### config.mk
export PLATFORM = sky130hd
export DESIGN_NAME = blk_step_engine
export DESIGN_NICKNAME = d
export VERILOG_FILES = /design/src/rtl/blk_pkg.sv /design/src/rtl/blk_seq.sv /design/src/rtl/blk_ptr_step.sv /design/src/rtl/blk_calc.sv /design/src/rtl/blk_step_engine.sv
export SDC_FILE = /design/constraint.sdc
export NUM_CORES = 1
export LEC_CHECK = 0
export BUFFER_PORTS_ARGS = -buffer_cell sky130_fd_sc_hd__buf_2
export CORE_MARGIN = 4
export CORE_UTILIZATION = 60
export CTS_BUF_LIST = sky130_fd_sc_hd__clkbuf_4 sky130_fd_sc_hd__clkbuf_8 sky130_fd_sc_hd__clkbuf_16
export CTS_CLUSTER_DIAMETER = 60
export DETAILED_ROUTE_END_ITERATION = 12
export GPL_TIMING_DRIVEN = 0
export MAX_ROUTING_LAYER = met4
export PLACE_DENSITY = 0.86
export REMOVE_ABC_BUFFERS = 1
export SYNTH_ARGS = -nofsm -noshare
export SYNTH_HDL_FRONTEND = slang
export SYNTH_HIERARCHICAL = 1
export SYNTH_SLANG_ARGS = --single-unit
### constraint.sdc
create_clock -name clk -period 5.6 [get_ports clk]
set_clock_uncertainty 0.1 [all_clocks]
set_input_delay 1.12 -clock clk [delete_from_list [all_inputs] [get_ports clk]]
set_output_delay 1.12 -clock clk [all_outputs]
set_load 0.005 [all_outputs]
### src/rtl/blk_pkg.sv
// Package: shared types and flag bit positions for the block-step engine.
// Assumes an 8-bit data path and flag byte.
package blk_pkg;
    localparam int BYTE_W = 8;

    // Flag bit positions inside the flag byte
    localparam int FL_C = 0;
    localparam int FL_N = 1;
    localparam int FL_P = 2;
    localparam int FL_X = 3;
    localparam int FL_H = 4;
    localparam int FL_Y = 5;
    localparam int FL_Z = 6;
    localparam int FL_S = 7;

    typedef enum logic [1:0] {
        KIND_MOVE = 2'd0,
        KIND_SCAN = 2'd1,
        KIND_EMIT = 2'd2,
        KIND_RSV  = 2'd3
    } kind_e;

    typedef enum logic [2:0] {
        PH_IDLE = 3'd0,
        PH_READ = 3'd1,
        PH_EXEC = 3'd2,
        PH_UPD  = 3'd3,
        PH_DONE = 3'd4
    } phase_e;

    typedef struct packed {
        logic  rpt;
        logic  dn;
        kind_e kind;
    } op_t;
endpackage

### src/rtl/blk_seq.sv
// Module: blk_seq
// Fixed five-phase sequencer: idle, read, execute, update, done.
// Assumes memory read data is valid in the cycle after the read phase.
// start is only looked at in the idle phase.
module blk_seq
    import blk_pkg::*;
(
    input  logic   clk,
    input  logic   rst_n,
    input  logic   start,
    output phase_e phase,
    output logic   done
);
    phase_e phase_q;

    // Advance one phase per cycle; leave idle only on start
    always_ff @(posedge clk) begin
        if (!rst_n) begin
            phase_q <= PH_IDLE;
        end else begin
            unique case (phase_q)
                PH_IDLE: phase_q <= start ? PH_READ : PH_IDLE;
                PH_READ: phase_q <= PH_EXEC;
                PH_EXEC: phase_q <= PH_UPD;
                PH_UPD:  phase_q <= PH_DONE;
                default: phase_q <= PH_IDLE;
            endcase
        end
    end

    // Expose the phase and the completion pulse
    always_comb begin
        phase = phase_q;
        done  = (phase_q == PH_DONE);
    end


    done_pulse_chk: assert property (@(posedge clk) disable iff (!rst_n)
        done |=> !done);


    read_follows_idle_chk: assert property (@(posedge clk) disable iff (!rst_n)
        (phase_q == PH_READ) |-> $past(phase_q) == PH_IDLE);
endmodule

### src/rtl/blk_ptr_step.sv
// Module: blk_ptr_step
// Steps a pointer by one in either direction, or passes it through.
// Wraps modulo 2**W.
module blk_ptr_step #(
    parameter int W = 16
) (
    input  logic [W-1:0] val,
    input  logic         en,
    input  logic         dn,
    output logic [W-1:0] nxt
);
    localparam logic [W-1:0] ONE = W'(1);

    // Select hold, decrement or increment
    always_comb begin
        if (!en)     nxt = val;
        else if (dn) nxt = val - ONE;
        else         nxt = val + ONE;
    end
endmodule

### src/rtl/blk_calc.sv
// Module: blk_calc
// Combinational result logic for one step. It computes the new pointers,
// the count register, the flag byte and the repeat request from the
// latched inputs and the byte read from memory.
// Assumes CW is even: its high half is the port-emit counter.
module blk_calc
    import blk_pkg::*;
#(
    parameter int AW = 16,
    parameter int CW = 16
) (
    input  op_t                op,
    input  logic [BYTE_W-1:0]  acc,
    input  logic [BYTE_W-1:0]  flg,
    input  logic [AW-1:0]      hl,
    input  logic [AW-1:0]      de,
    input  logic [CW-1:0]      cnt,
    input  logic [BYTE_W-1:0]  data,
    output logic [AW-1:0]      hl_n,
    output logic [AW-1:0]      de_n,
    output logic [CW-1:0]      cnt_n,
    output logic [BYTE_W-1:0]  flg_n,
    output logic               rpt_n
);
    localparam int HALF = CW / 2;

    logic [BYTE_W-1:0] mv_sum;
    logic [BYTE_W-1:0] sc_diff;
    logic              sc_half;
    logic [BYTE_W-1:0] sc_adj;
    logic [CW-1:0]     cnt_dec;
    logic [HALF-1:0]   hi_dec;
    logic              hl_en, hl_dn, de_en;

    // Intermediate arithmetic shared by the kinds
    always_comb begin
        mv_sum  = data + acc;
        sc_diff = acc - data;
        sc_half = (acc[3:0] < data[3:0]);
        sc_adj  = sc_diff - BYTE_W'(sc_half);
        cnt_dec = cnt - CW'(1);
        hi_dec  = cnt[CW-1:HALF] - HALF'(1);
    end

    // Pointer step controls per kind
    always_comb begin
        hl_en = (op.kind != KIND_RSV);
        hl_dn = (op.kind == KIND_EMIT) ? 1'b0 : op.dn;
        de_en = (op.kind == KIND_MOVE);
    end

    blk_ptr_step #(.W(AW)) i_hl_step (.val(hl), .en(hl_en), .dn(hl_dn), .nxt(hl_n));
    blk_ptr_step #(.W(AW)) i_de_step (.val(de), .en(de_en), .dn(op.dn), .nxt(de_n));

    // Count, flag and repeat results per kind
    always_comb begin
        cnt_n = cnt;
        flg_n = flg;
        rpt_n = 1'b0;
        unique case (op.kind)
            KIND_MOVE: begin
                cnt_n       = cnt_dec;
                flg_n[FL_H] = 1'b0;
                flg_n[FL_N] = 1'b0;
                flg_n[FL_P] = (cnt_dec != '0);
                flg_n[FL_X] = mv_sum[3];
                flg_n[FL_Y] = mv_sum[1];
                rpt_n       = op.rpt && (cnt_dec != '0);
            end
            KIND_SCAN: begin
                cnt_n       = cnt_dec;
                flg_n[FL_S] = sc_diff[BYTE_W-1];
                flg_n[FL_Z] = (sc_diff == '0);
                flg_n[FL_H] = sc_half;
                flg_n[FL_P] = (cnt_dec != '0);
                flg_n[FL_N] = 1'b1;
                flg_n[FL_X] = sc_adj[3];
                flg_n[FL_Y] = sc_adj[1];
                rpt_n       = op.rpt && (sc_diff != '0) && (cnt_dec != '0);
            end
            KIND_EMIT: begin
                cnt_n       = {hi_dec, cnt[HALF-1:0]};
                flg_n[FL_Z] = (hi_dec == '0);
                flg_n[FL_N] = 1'b1;
                flg_n[FL_X] = data[3];
                flg_n[FL_Y] = data[5];
                rpt_n       = op.rpt && (hi_dec != '0);
            end
            default: begin
                cnt_n = cnt;
            end
        endcase
    end
endmodule

### src/rtl/blk_step_engine.sv
// Module: blk_step_engine (top)
// Runs one iteration of a move, scan or port-emit string operation.
// It latches the register inputs on start, reads the byte at HL, writes it
// to DE (move) or strobes the port (emit), then registers the results and
// pulses done. Assumes a synchronous memory with one cycle of read latency.
module blk_step_engine
    import blk_pkg::*;
#(
    parameter int AW = 16,
    parameter int CW = 16
) (
    input  logic              clk,
    input  logic              rst_n,
    input  logic              start,
    input  logic [3:0]        op,
    input  logic [7:0]        acc_in,
    input  logic [7:0]        flags_in,
    input  logic [AW-1:0]     hl_in,
    input  logic [AW-1:0]     de_in,
    input  logic [CW-1:0]     bc_in,
    output logic [AW-1:0]     mem_addr,
    input  logic [7:0]        mem_rdata,
    output logic [7:0]        mem_wdata,
    output logic              mem_we,
    output logic [CW/2-1:0]   port_addr,
    output logic [7:0]        port_data,
    output logic              port_we,
    output logic              done,
    output logic [AW-1:0]     hl_out,
    output logic [AW-1:0]     de_out,
    output logic [CW-1:0]     bc_out,
    output logic [7:0]        flags_out,
    output logic              repeat_req
);
    localparam int HALF = CW / 2;

    phase_e            phase;
    op_t               op_q;
    logic [BYTE_W-1:0] acc_q, flg_q, byte_q;
    logic [AW-1:0]     hl_q, de_q;
    logic [CW-1:0]     bc_q;
    logic [AW-1:0]     hl_n, de_n;
    logic [CW-1:0]     bc_n;
    logic [BYTE_W-1:0] flg_n;
    logic              rpt_n;

    blk_seq i_seq (
        .clk   (clk),
        .rst_n (rst_n),
        .start (start),
        .phase (phase),
        .done  (done)
    );

    // Latch the operands when a step is accepted
    always_ff @(posedge clk) begin
        if (!rst_n) begin
            op_q  <= '0;
            acc_q <= '0;
            flg_q <= '0;
            hl_q  <= '0;
            de_q  <= '0;
            bc_q  <= '0;
        end else if (phase == PH_IDLE && start) begin
            op_q  <= op_t'(op);
            acc_q <= acc_in;
            flg_q <= flags_in;
            hl_q  <= hl_in;
            de_q  <= de_in;
            bc_q  <= bc_in;
        end
    end

    // Capture the byte returned by memory in the execute phase
    always_ff @(posedge clk) begin
        if (!rst_n)               byte_q <= '0;
        else if (phase == PH_EXEC) byte_q <= mem_rdata;
    end

    // Drive the memory and port sides
    always_comb begin
        mem_we    = (phase == PH_EXEC) && (op_q.kind == KIND_MOVE);
        mem_addr  = mem_we ? de_q : hl_q;
        mem_wdata = mem_rdata;
        port_we   = (phase == PH_EXEC) && (op_q.kind == KIND_EMIT);
        port_addr = bc_q[HALF-1:0];
        port_data = mem_rdata;
    end

    blk_calc #(.AW(AW), .CW(CW)) i_calc (
        .op    (op_q),
        .acc   (acc_q),
        .flg   (flg_q),
        .hl    (hl_q),
        .de    (de_q),
        .cnt   (bc_q),
        .data  (byte_q),
        .hl_n  (hl_n),
        .de_n  (de_n),
        .cnt_n (bc_n),
        .flg_n (flg_n),
        .rpt_n (rpt_n)
    );

    // Register the results at the end of the update phase
    always_ff @(posedge clk) begin
        if (!rst_n) begin
            hl_out     <= '0;
            de_out     <= '0;
            bc_out     <= '0;
            flags_out  <= '0;
            repeat_req <= 1'b0;
        end else if (phase == PH_UPD) begin
            hl_out     <= hl_n;
            de_out     <= de_n;
            bc_out     <= bc_n;
            flags_out  <= flg_n;
            repeat_req <= rpt_n;
        end else if (phase == PH_IDLE && start) begin
            repeat_req <= 1'b0;
        end
    end


    wr_excl_chk: assert property (@(posedge clk) disable iff (!rst_n)
        !(mem_we && port_we));


    scan_nowrite_chk: assert property (@(posedge clk) disable iff (!rst_n)
        mem_we |-> op_q.kind == KIND_MOVE);


    rpt_enable_chk: assert property (@(posedge clk) disable iff (!rst_n)
        (done && repeat_req) |-> op_q.rpt);


    emit_zero_chk: assert property (@(posedge clk) disable iff (!rst_n)
        (done && op_q.kind == KIND_EMIT) |-> flags_out[FL_Z] == (bc_out[CW-1:HALF] == '0));


    idle_quiet_chk: assert property (@(posedge clk) disable iff (!rst_n)
        (phase == PH_IDLE) |-> (!mem_we && !port_we));
endmodule

==> metrics, run 1 <==
status completed; Yosys reg bits around 140; Final Core Density 0.722; CP delay by family, top simple AND/OR/NAND/NOR gates; CTS tree done; hpwl dp between 15000 and 20000 um; # setup viols final 0; root buffer cell clkbuf_16; vias in the first global route between 7000 and 8000; critical path capture point type output pin; Worst Hold Class reg -> reg; Max VDD drop ~340 uV; clk sinks 136; placed cell area 0.00953 sq mm; worst setup margin around 0.83 ns; FF-to-FF setup slack 1.85 ns; worst-case clock buffer depth 2; sw frac 0.300; Post-route DRC 0; startpoint types flip-flop; port buffer count 178; hold slack 0.359 ns; YS warnings 6; Synth Area in Adders 0.0745; Async S/R FF share, synth 0; critical path cell sequence nor3b_2 -> nor3b_4 -> mux2_2 -> buf_2; CP bufs+invs 1; EDFF count, synth 0; TritonRoute pass-1 iters 5; fmax between 0.2 and 0.25 GHz; Synth Instances around 1100; clock power share 0.393; syn avg cell area between 7 and 8 sq um; Post-CTS Hold Buffers 0; layout cell share with drive strength beyond 1 0.243; CTS buffer count 17; Max-Cap Viols 0; period utilisation layout 0.851; Worst Path Arrival approximately 3.6 ns; Rel. slew slack 0.235; Die H between 100 and 150 um; distinct cell type count after synthesis 73; Post-CTS Setup Repair Bufs 0; Die X 128 um; Synth Area in Compound Gates 0.220; final std cells w/o fill about 1400; Ports around 180; final hold violations 0; Slew Viols, Final 0; CP Data Required Time 4.38 ns; CTS H-tree lvls 4; power share of the combinational group 0.237; grt ovf 0; mapped cell area roughly 0.0087 sq mm; 1st-iter DRT viols around 600; gr usage total 0.281; Switching Power 0.888 mW; sequential area share after synthesis 0.313; clk_lat worst skew ~0.42 ns; die area approximately 0.016 sq mm; core region area 0.0140 sq mm; final wirelength 22700 um; area grow syn2layout 16.5%; CP max FO 17; Final Instance Area about 0.010 sq mm; critical path's slowest cell nor3b_4; Post-DRT Antenna Nets 0; Internal ~2.1 mW; largest family of logic cells by synthesized area compound AO/OA/AOI/OAI gates; Cell Rows 43; post-DR wirelength/cell between 15 and 20 um; Slew @ Worst Pin 1.15 ns; Clk pin slew, worst setup/hold paths around 0.06 ns; dominant synthesized flop cell dfxtp_1; # fillers around 1100; post-CTS sizing 0; Placer Congestion between 0.9 and 1; Via Count about 8000; XOR/XNOR Fraction of Synth Area 0.0431; Setup CP Type reg -> out; post-synthesis mux area share 0.0713; Inst Count DP around 1400; crit path time final 4.77 ns; # nets final between 1000 and 1500; initial antenna violation count 1; Setup WS pre-CTS around 1.3 ns; largest net degree at the start of global routing 95; drt via density 5.71; Static Leak approximately 4.3 nW; simple logic cell fraction of the synthesized area 0.212; sequential share of power 0.370; Power Density roughly 290 mW/mm^2; Max stage delay on crit path 1.01 ns; initial core utilization 0.620; first-pass GRT wire length ~37000 um; RSZ-0062 raised after global routing false
-- registers in the layout, summed over array words and instances (netlist names) --
signal	cells
acc_q	8
bc_out	16
bc_q	16
byte_q	8
de_out	16
de_q	16
flags_out	8
flg_q	8
hl_out	16
hl_q	16
i_seq/phase	3
op_q	4
repeat_req	1
-- worst paths after layout --
kind | from | endpoint | depth (start not counted)
setup / recovery | i_seq/phase[1] | mem_addr[1] | 4
setup reg to reg | op_q[0] | hl_out[11] | 12
hold / removal | flg_q[0] | flg_q[0] | 2
hold reg to reg | flg_q[0] | flg_q[0] | 2
-- placed cells by master, fill, tap and decap left out, types with 6 or more instances in the layout --
master     count
a21boi_0     122
a21oi_1       54
a31oi_1        8
buf_2        177
clkbuf_16     17
dfxtp_1      136
ha_1          47
inv_1         31
mux2_2        34
mux2_4         9
mux2i_1        8
nand2_1      285
nand3_1       15
nand4_1        6
nor2_1        41
nor2b_1       14
nor3_1        10
o211ai_1       9
o21ai_0       29
o21ai_1        9
xnor2_1       27
xor2_1        14
-- worst register-to-register path: stages (launching register included) --
cell,delay [ns]
dfxtp_1,0.49
inv_1,0.11
ha_1,0.40
nor2b_2,0.76
ha_1,0.38
a211oi_2,0.07
o31ai_2,0.37
a21boi_2,0.18
o31ai_2,0.23
xor2_1,0.17
mux2_2,0.16
nand2_1,0.04
a21boi_0,0.21
-- cells by family (layout without fill, tap and decap cells) --
group           Yosys count  in the layout
compound gates          277            277
xor+xnor                 42             42
fa+ha+maj                50             50
buf+inv                 116            250
flops                   136            136
mux                      53             53
other cells               0              1
simple gates            416            416
-- power groups by stage --
stage	clock network [mW]	registers [mW]	logic, mW
global placement	0	1.11	0.660
global route	1.22	1.10	0.776
detailed placement	0	1.11	0.686
CTS	1.18	1.09	0.695
floorplan	0	1.09	0.491
finish	1.16	1.09	0.701
-- routing by layer --
| layer | share of wire | vias up | global-route usage | wire length, um |
|---|---|---|---|---|
| li1 | - | 3962 | - | - |
| met1 | 0.43 | 3740 | 0.331 | 9780 |
| met2 | 0.49 | 277 | 0.484 | 11000 |
| met3 | 0.064 | 37 | 0.0581 | 1460 |
| met4 | 0.018 | 0 | 0.0780 | 416 |
| met5 | 0 | - | - | 0 |
-- through the flow --
step	TNS [ns]	total power, mW
2_1_floorplan	0	1.58
3_3_place_gp	-56.07	1.77
3_5_place_dp	0	1.80
4_1_cts	0	2.97
5_1_grt	0	3.10
6_report	0	2.96
-- area by class of cell --
type | count | area [sq um] | share of cell area
antenna | 1 | 2.50 | 0.000247
sequential | 136 | 2720 | 0.268
inverter | 33 | 124 | 0.0122
clock buffer | 21 | 468 | 0.0461
multi-input combinational | 838 | 5420 | 0.535
timing repair buffer | 186 | 1030 | 0.102
tap | 180 | 225 | 0.0222
clock inverter | 10 | 145 | 0.0143
-- Yosys cell counts (4+ instances only) --
cell | count | share of area
dfxtp_1 | 136 | 0.31
clkbuf_1 | 43 | 0.019
a31oi_1 | 8 | 0.0057
nand3_1 | 15 | 0.0086
o21ai_1 | 9 | 0.0052
mux2_2 | 34 | 0.044
a211oi_1 | 5 | 0.0043
nor2b_1 | 15 | 0.011
mux2_4 | 9 | 0.016
nor4_1 | 5 | 0.0036
nand2b_1 | 4 | 0.0029
o21ai_0 | 29 | 0.017
a21boi_1 | 5 | 0.0043
inv_1 | 31 | 0.013
nor2_1 | 41 | 0.018
buf_2 | 8 | 0.0046
a21boi_0 | 122 | 0.11
nand4_1 | 6 | 0.0043
a21oi_1 | 54 | 0.031
mux2i_1 | 8 | 0.0092
o211ai_1 | 9 | 0.0078
xor2_1 | 14 | 0.014
buf_4 | 26 | 0.022
nor3b_1 | 4 | 0.0034
ha_1 | 47 | 0.068
xnor2_1 | 27 | 0.027
nor3_1 | 10 | 0.0057
o31ai_2 | 4 | 0.0057
nand2_1 | 285 | 0.12
No activity file was read; power rests on OpenSTA's default activity.
==> run 2, diff against run 1 <==
Settings changed: PLACE_DENSITY 0.86 to 0.93.
==> run 2 against run 1 <==
Compared with the run above:
- wire length up 3.5%
- highest routed layer unchanged
- largest cell class unchanged
- register-to-register slack worse by 0.05 ns
- maximum frequency down 0.45%
==> metrics, run 2 (synthesis gave the netlist of run 1 again) <==
Die X 128 um (unchanged); CP bufs+invs 1 (unchanged); core region area 0.0140 sq mm (unchanged); final wirelength 23400 um (was 22700 um); grt ovf 0 (unchanged); CP max FO 17 (unchanged); Worst Path Arrival 3.57 ns (was 3.55 ns); CP delay by family, top simple AND/OR/NAND/NOR gates (unchanged); status completed (unchanged); port buffer count 178 (unchanged); FF-to-FF path depth 12 (unchanged); Rel. slew slack 0.236 (was 0.235); CTS H-tree lvls 4 (unchanged); Worst Hold Class reg -> reg (unchanged); Slew @ Worst Pin 1.15 ns (about the same); post-CTS sizing 0 (unchanged); critical path's slowest cell nor3b_4 (unchanged); RSZ-0062 raised after global routing false (unchanged); largest net degree at the start of global routing 95 (unchanged); clk sinks 136 (unchanged); Via Count 8103 (was 8016); CP Data Required Time 4.38 ns (about the same); CTS buffer count 17 (unchanged); Post-route DRC 0 (unchanged); # nets final 1340 (was 1341); Ports 179 (unchanged); Slew Viols, Final 0 (unchanged); Setup WS pre-CTS 1.31 ns (was 1.28 ns); WL met3 1570 um (was 1460 um); Final Core Density 0.720 (was 0.722); final hold violations 0 (unchanged); met1 WL 9770 um (was 9780 um); vias in the first global route 7774 (was 7771); Die H 128 um (unchanged); most frequent cells in the layout 285 x nand2_1, 177 x buf_2, 136 x dfxtp_1 (unchanged); hold depth 2 (unchanged); Clk pin slew, worst setup/hold paths 0.06 ns (about the same); TritonRoute pass-1 iters 5 (unchanged); layout cell share with drive strength beyond 1 0.243 (unchanged); area grow syn2layout 16.2% (was 16.5%); Max Used Layer met4 (unchanged); period utilisation layout 0.855 (was 0.851); gr usage total 0.287 (was 0.281); # setup viols final 0 (unchanged); most common cell after layout, fill and taps aside nand2_1 (unchanged); first-pass GRT wire length 37300 um (was 36600 um); startpoint types flip-flop (unchanged); Stages on worst setup path 4 (unchanged); Power Density 293 mW/mm^2 (was 292 mW/mm^2); critical path cell sequence nor3b_2 -> nor3b_4 -> mux2_2 -> buf_2 (unchanged); metal2 WL 11800 um (was 11000 um); Setup CP Type reg -> out (unchanged); post-DR wirelength/cell 16.7 um (was 16.1 um); hpwl dp 16600 um (was 16000 um); Post-CTS Hold Buffers 0 (unchanged); worst-case clock buffer depth 2 (unchanged); Max stage delay on crit path 1.05 ns (was 1.01 ns); Placer Congestion 0.928 (was 0.938); 1st-iter DRT viols 581 (was 613); crit path time final 4.79 ns (was 4.77 ns); critical path capture point type output pin (unchanged); worst setup margin 0.811 ns (was 0.832 ns); Max VDD drop 251 uV (was 336 uV); drt via density 5.77 (was 5.71); Post-DRT Antenna Nets 0 (unchanged); Cell Rows 43 (unchanged); die area 0.0165 sq mm (unchanged); initial core utilization 0.620 (unchanged); fmax 0.209 GHz (was 0.210 GHz); Post-CTS Setup Repair Bufs 0 (unchanged); clk_lat worst skew 0.42 ns (about the same); Max-Cap Viols 0 (unchanged); root buffer cell clkbuf_16 (unchanged); CTS tree done (unchanged); initial antenna violation count 1 (unchanged); Static Leak 4.31 nW (was 4.33 nW)
[run 2: worst reg2reg max path, stage by stage, from the launching register on]
cell      delay (ns)
dfxtp_1         0.48
inv_1           0.12
ha_1            0.41
nor2b_2         0.75
ha_1            0.42
a21oi_1         0.25
o21ai_1         0.12
a21oi_1         0.27
o21ai_1         0.13
xor2_1          0.15
mux2_2          0.27
nand2_1         0.07
a21boi_0        0.12
[run 2: worst paths after layout]
check                       from           to  slack [ns]
setup / recovery  i_seq/phase[1]  mem_addr[1]        0.81
hold / removal          flg_q[2]     flg_q[2]        0.35
setup reg to reg         op_q[0]    hl_out[8]        1.80
hold reg to reg         flg_q[2]     flg_q[2]        0.35
[run 2: stage by stage]
step / hold slack (ns) / std cells / cell area, sq um / setup TNS [ns] / power, mW
after floorplan: 0.332 / 1007 / 8250 / 0 / 1.58
after detailed placement: 0.345 / 1372 / 9500 / 0 / 1.80
after global placement: 0.338 / 1365 / 9370 / -42.89 / 1.77
after global routing: 0.371 / 1405 / 10100 / 0 / 3.09
final: 0.355 / 1405 / 10100 / 0 / 2.96
after CTS: 0.355 / 1404 / 10100 / 0 / 2.96
[run 2: area by class of cell]
class / instances / area (sq um)
multi-input cells: 838 / 5420
fillers: 1070 / 3930
flip-flops and latches: 136 / 2720
repair buffers: 185 / 1010
clock buffers: 19 / 440
well taps: 180 / 225
clock inverters: 13 / 168
inverters: 33 / 124
diodes: 1 / 2.50
[run 2: where the power goes]
part	switching, mW	internal, mW
sequential	0.0723	1.02
clock	0.449	0.715
combinational	0.387	0.315
[run 2: routing by layer]
metal / up-vias / track usage
met5: - / -
met4: 0 / 0.0712
met3: 29 / 0.0697
met2: 298 / 0.506
met1: 3814 / 0.327
li1: 3962 / -
==> run 3, diff against run 2 <==
Settings changed: PLACE_DENSITY 0.93 to 0.87.
==> run 3 against run 2 <==
Compared with the run above:
- non-clock buffer count increased by 1
- first-iteration DRC count decreased by 3.4%
- design area decreased by 0.19%
- combinational power about the same
- wire length decreased by 3.2%
- utilization decreased by 0.13 points
- via count decreased by 0.73%
- worst hold slack got worse by 0.0064 ns
- global-route usage decreased by 0.69 points
- sequential share of layout area increased by 0.050 points
- largest power group unchanged
==> metrics, run 3 (synthesis gave the netlist of run 1 again) <==
status completed (unchanged); grt ovf 0 (unchanged); core region area 0.0140 sq mm (unchanged); Post-CTS Setup Repair Bufs 0 (unchanged); post-CTS sizing 0 (unchanged); Final Power 2.91 mW (was 2.96 mW); FF-to-FF path depth 11 (was 12); Rel. slew slack 0.224 (was 0.236); gr usage total 0.280 (was 0.287); WHS Endpoint flg_q[1] (was flg_q[2]); Static Leak 4.30 nW (was 4.31 nW); initial core utilization 0.620 (unchanged); root buffer cell clkbuf_16 (unchanged); TritonRoute pass-1 iters 5 (unchanged); CP Data Required Time 4.38 ns (about the same); CTS buffer count 17 (unchanged); Die H 128 um (unchanged); worst-case clock buffer depth 2 (unchanged); most common cell after layout, fill and taps aside nand2_1 (unchanged); Cell Rows 43 (unchanged); critical path capture point type output pin (unchanged); # setup viols final 0 (unchanged); first-pass GRT wire length 36600 um (was 37300 um); area of the multi-input gates 0.00542 sq mm (unchanged); post-DR wirelength/cell 16.2 um (was 16.7 um); # nets final 1341 (was 1340); Clk pin slew, worst setup/hold paths 0.06 ns (about the same); setup TNS 0 ns (unchanged); die area 0.0165 sq mm (unchanged); clk sinks 136 (unchanged); Slew Viols, Final 0 (unchanged); 1st-iter DRT viols 561 (was 581); Post-route DRC 0 (unchanged); RSZ-0062 raised after global routing false (unchanged); Via Count 8044 (was 8103); Post-CTS Hold Buffers 0 (unchanged); startpoint types flip-flop (unchanged); most frequent cells in the layout 285 x nand2_1, 177 x buf_2, 136 x dfxtp_1 (unchanged); CTS H-tree lvls 4 (unchanged); initial antenna violation count 0 (was 1); Worst Hold Class reg -> reg (unchanged); Die X 128 um (unchanged); Worst Path Arrival 3.52 ns (was 3.57 ns); Slew @ Worst Pin 1.16 ns (was 1.15 ns); worst hold start flg_q[1] (was flg_q[2]); worst r2r dst hl_out[13] (was hl_out[8]); Setup CP Type reg -> out (unchanged); Placer Congestion 0.920 (was 0.928); ant diodes 0 (was 1); largest net degree at the start of global routing 70 (was 95); port buffer count 178 (unchanged); Power Density 289 mW/mm^2 (was 293 mW/mm^2); CTS tree done (unchanged); crit path time final 4.74 ns (was 4.79 ns); CP max FO 17 (unchanged); register area 0.00272 sq mm (unchanged); hpwl dp 16200 um (was 16600 um); area grow syn2layout 16.0% (was 16.2%); fmax 0.211 GHz (was 0.209 GHz); R2R Path Start op_q[0] (unchanged); hold depth 2 (unchanged); hold slack 0.348 ns (was 0.355 ns); FF-to-FF setup slack 1.80 ns (about the same); final hold violations 0 (unchanged); Final Core Density 0.719 (was 0.720); drt via density 5.73 (was 5.77); Ports 179 (unchanged); layout cell share with drive strength beyond 1 0.243 (about the same); Max-Cap Viols 0 (unchanged); # fillers 1097 (was 1070); final wirelength 22700 um (was 23400 um); vias in the first global route 7720 (was 7774); Post-DRT Antenna Nets 0 (unchanged); clk_lat worst skew 0.43 ns (was 0.42 ns); Max VDD drop 240 uV (was 251 uV); period utilisation layout 0.846 (was 0.855)
## run 3: layout make-up
cell class,instances,area share
Clock buffer,17,0.0421
Clock inverter,15,0.0161
Inverter,33,0.0123
Multi-Input combinational cell,838,0.537
Sequential cell,136,0.270
Tap cell,180,0.0223
Timing Repair Buffer,186,0.100
## run 3: how the worst max path moves through the flow
stage	to	start	cells past startpoint	slack, ns
finish	mem_addr[0]	i_seq/phase[1]	4	0.86
global route	mem_addr[0]	i_seq/phase[1]	4	0.74
CTS	mem_addr[3]	i_seq/phase[1]	4	0.89
floorplan	acc_q[0]	start	3	1.29
detailed placement	mem_addr[3]	i_seq/phase[1]	4	1.36
global placement	hl_q[6]	start	4	-1.14
## run 3: critical path, cell delays in order (launching register included)
cell,delay [ns]
dfxtp_1,0.53
nor3b_2,0.93
nor3b_4,1.03
mux2_2,0.46
buf_2,0.14
## run 3: metrics by stage
stage | setup slack (ns) | area, sq um | instances
2_1_floorplan | 1.29 | 8250 | 1007
3_3_place_gp | -1.14 | 9370 | 1365
3_5_place_dp | 1.36 | 9500 | 1373
4_1_cts | 0.895 | 10100 | 1405
5_1_grt | 0.739 | 10100 | 1405
6_report | 0.865 | 10100 | 1405
## run 3: metal layers
metal	global-route usage	vias to the layer above	wire, um	part of all wire
met5	-	-	0	0
met1	0.339	3751	9370	0.41
met3	0.0589	47	1790	0.079
li1	-	3953	-	-
met2	0.462	293	11100	0.49
met4	0.0999	0	477	0.021
## run 3: power breakdown
part	total, mW	switching, mW	internal, mW
clock network	1.12	0.457	0.662
registers	1.09	0.0720	1.02
logic	0.700	0.385	0.316
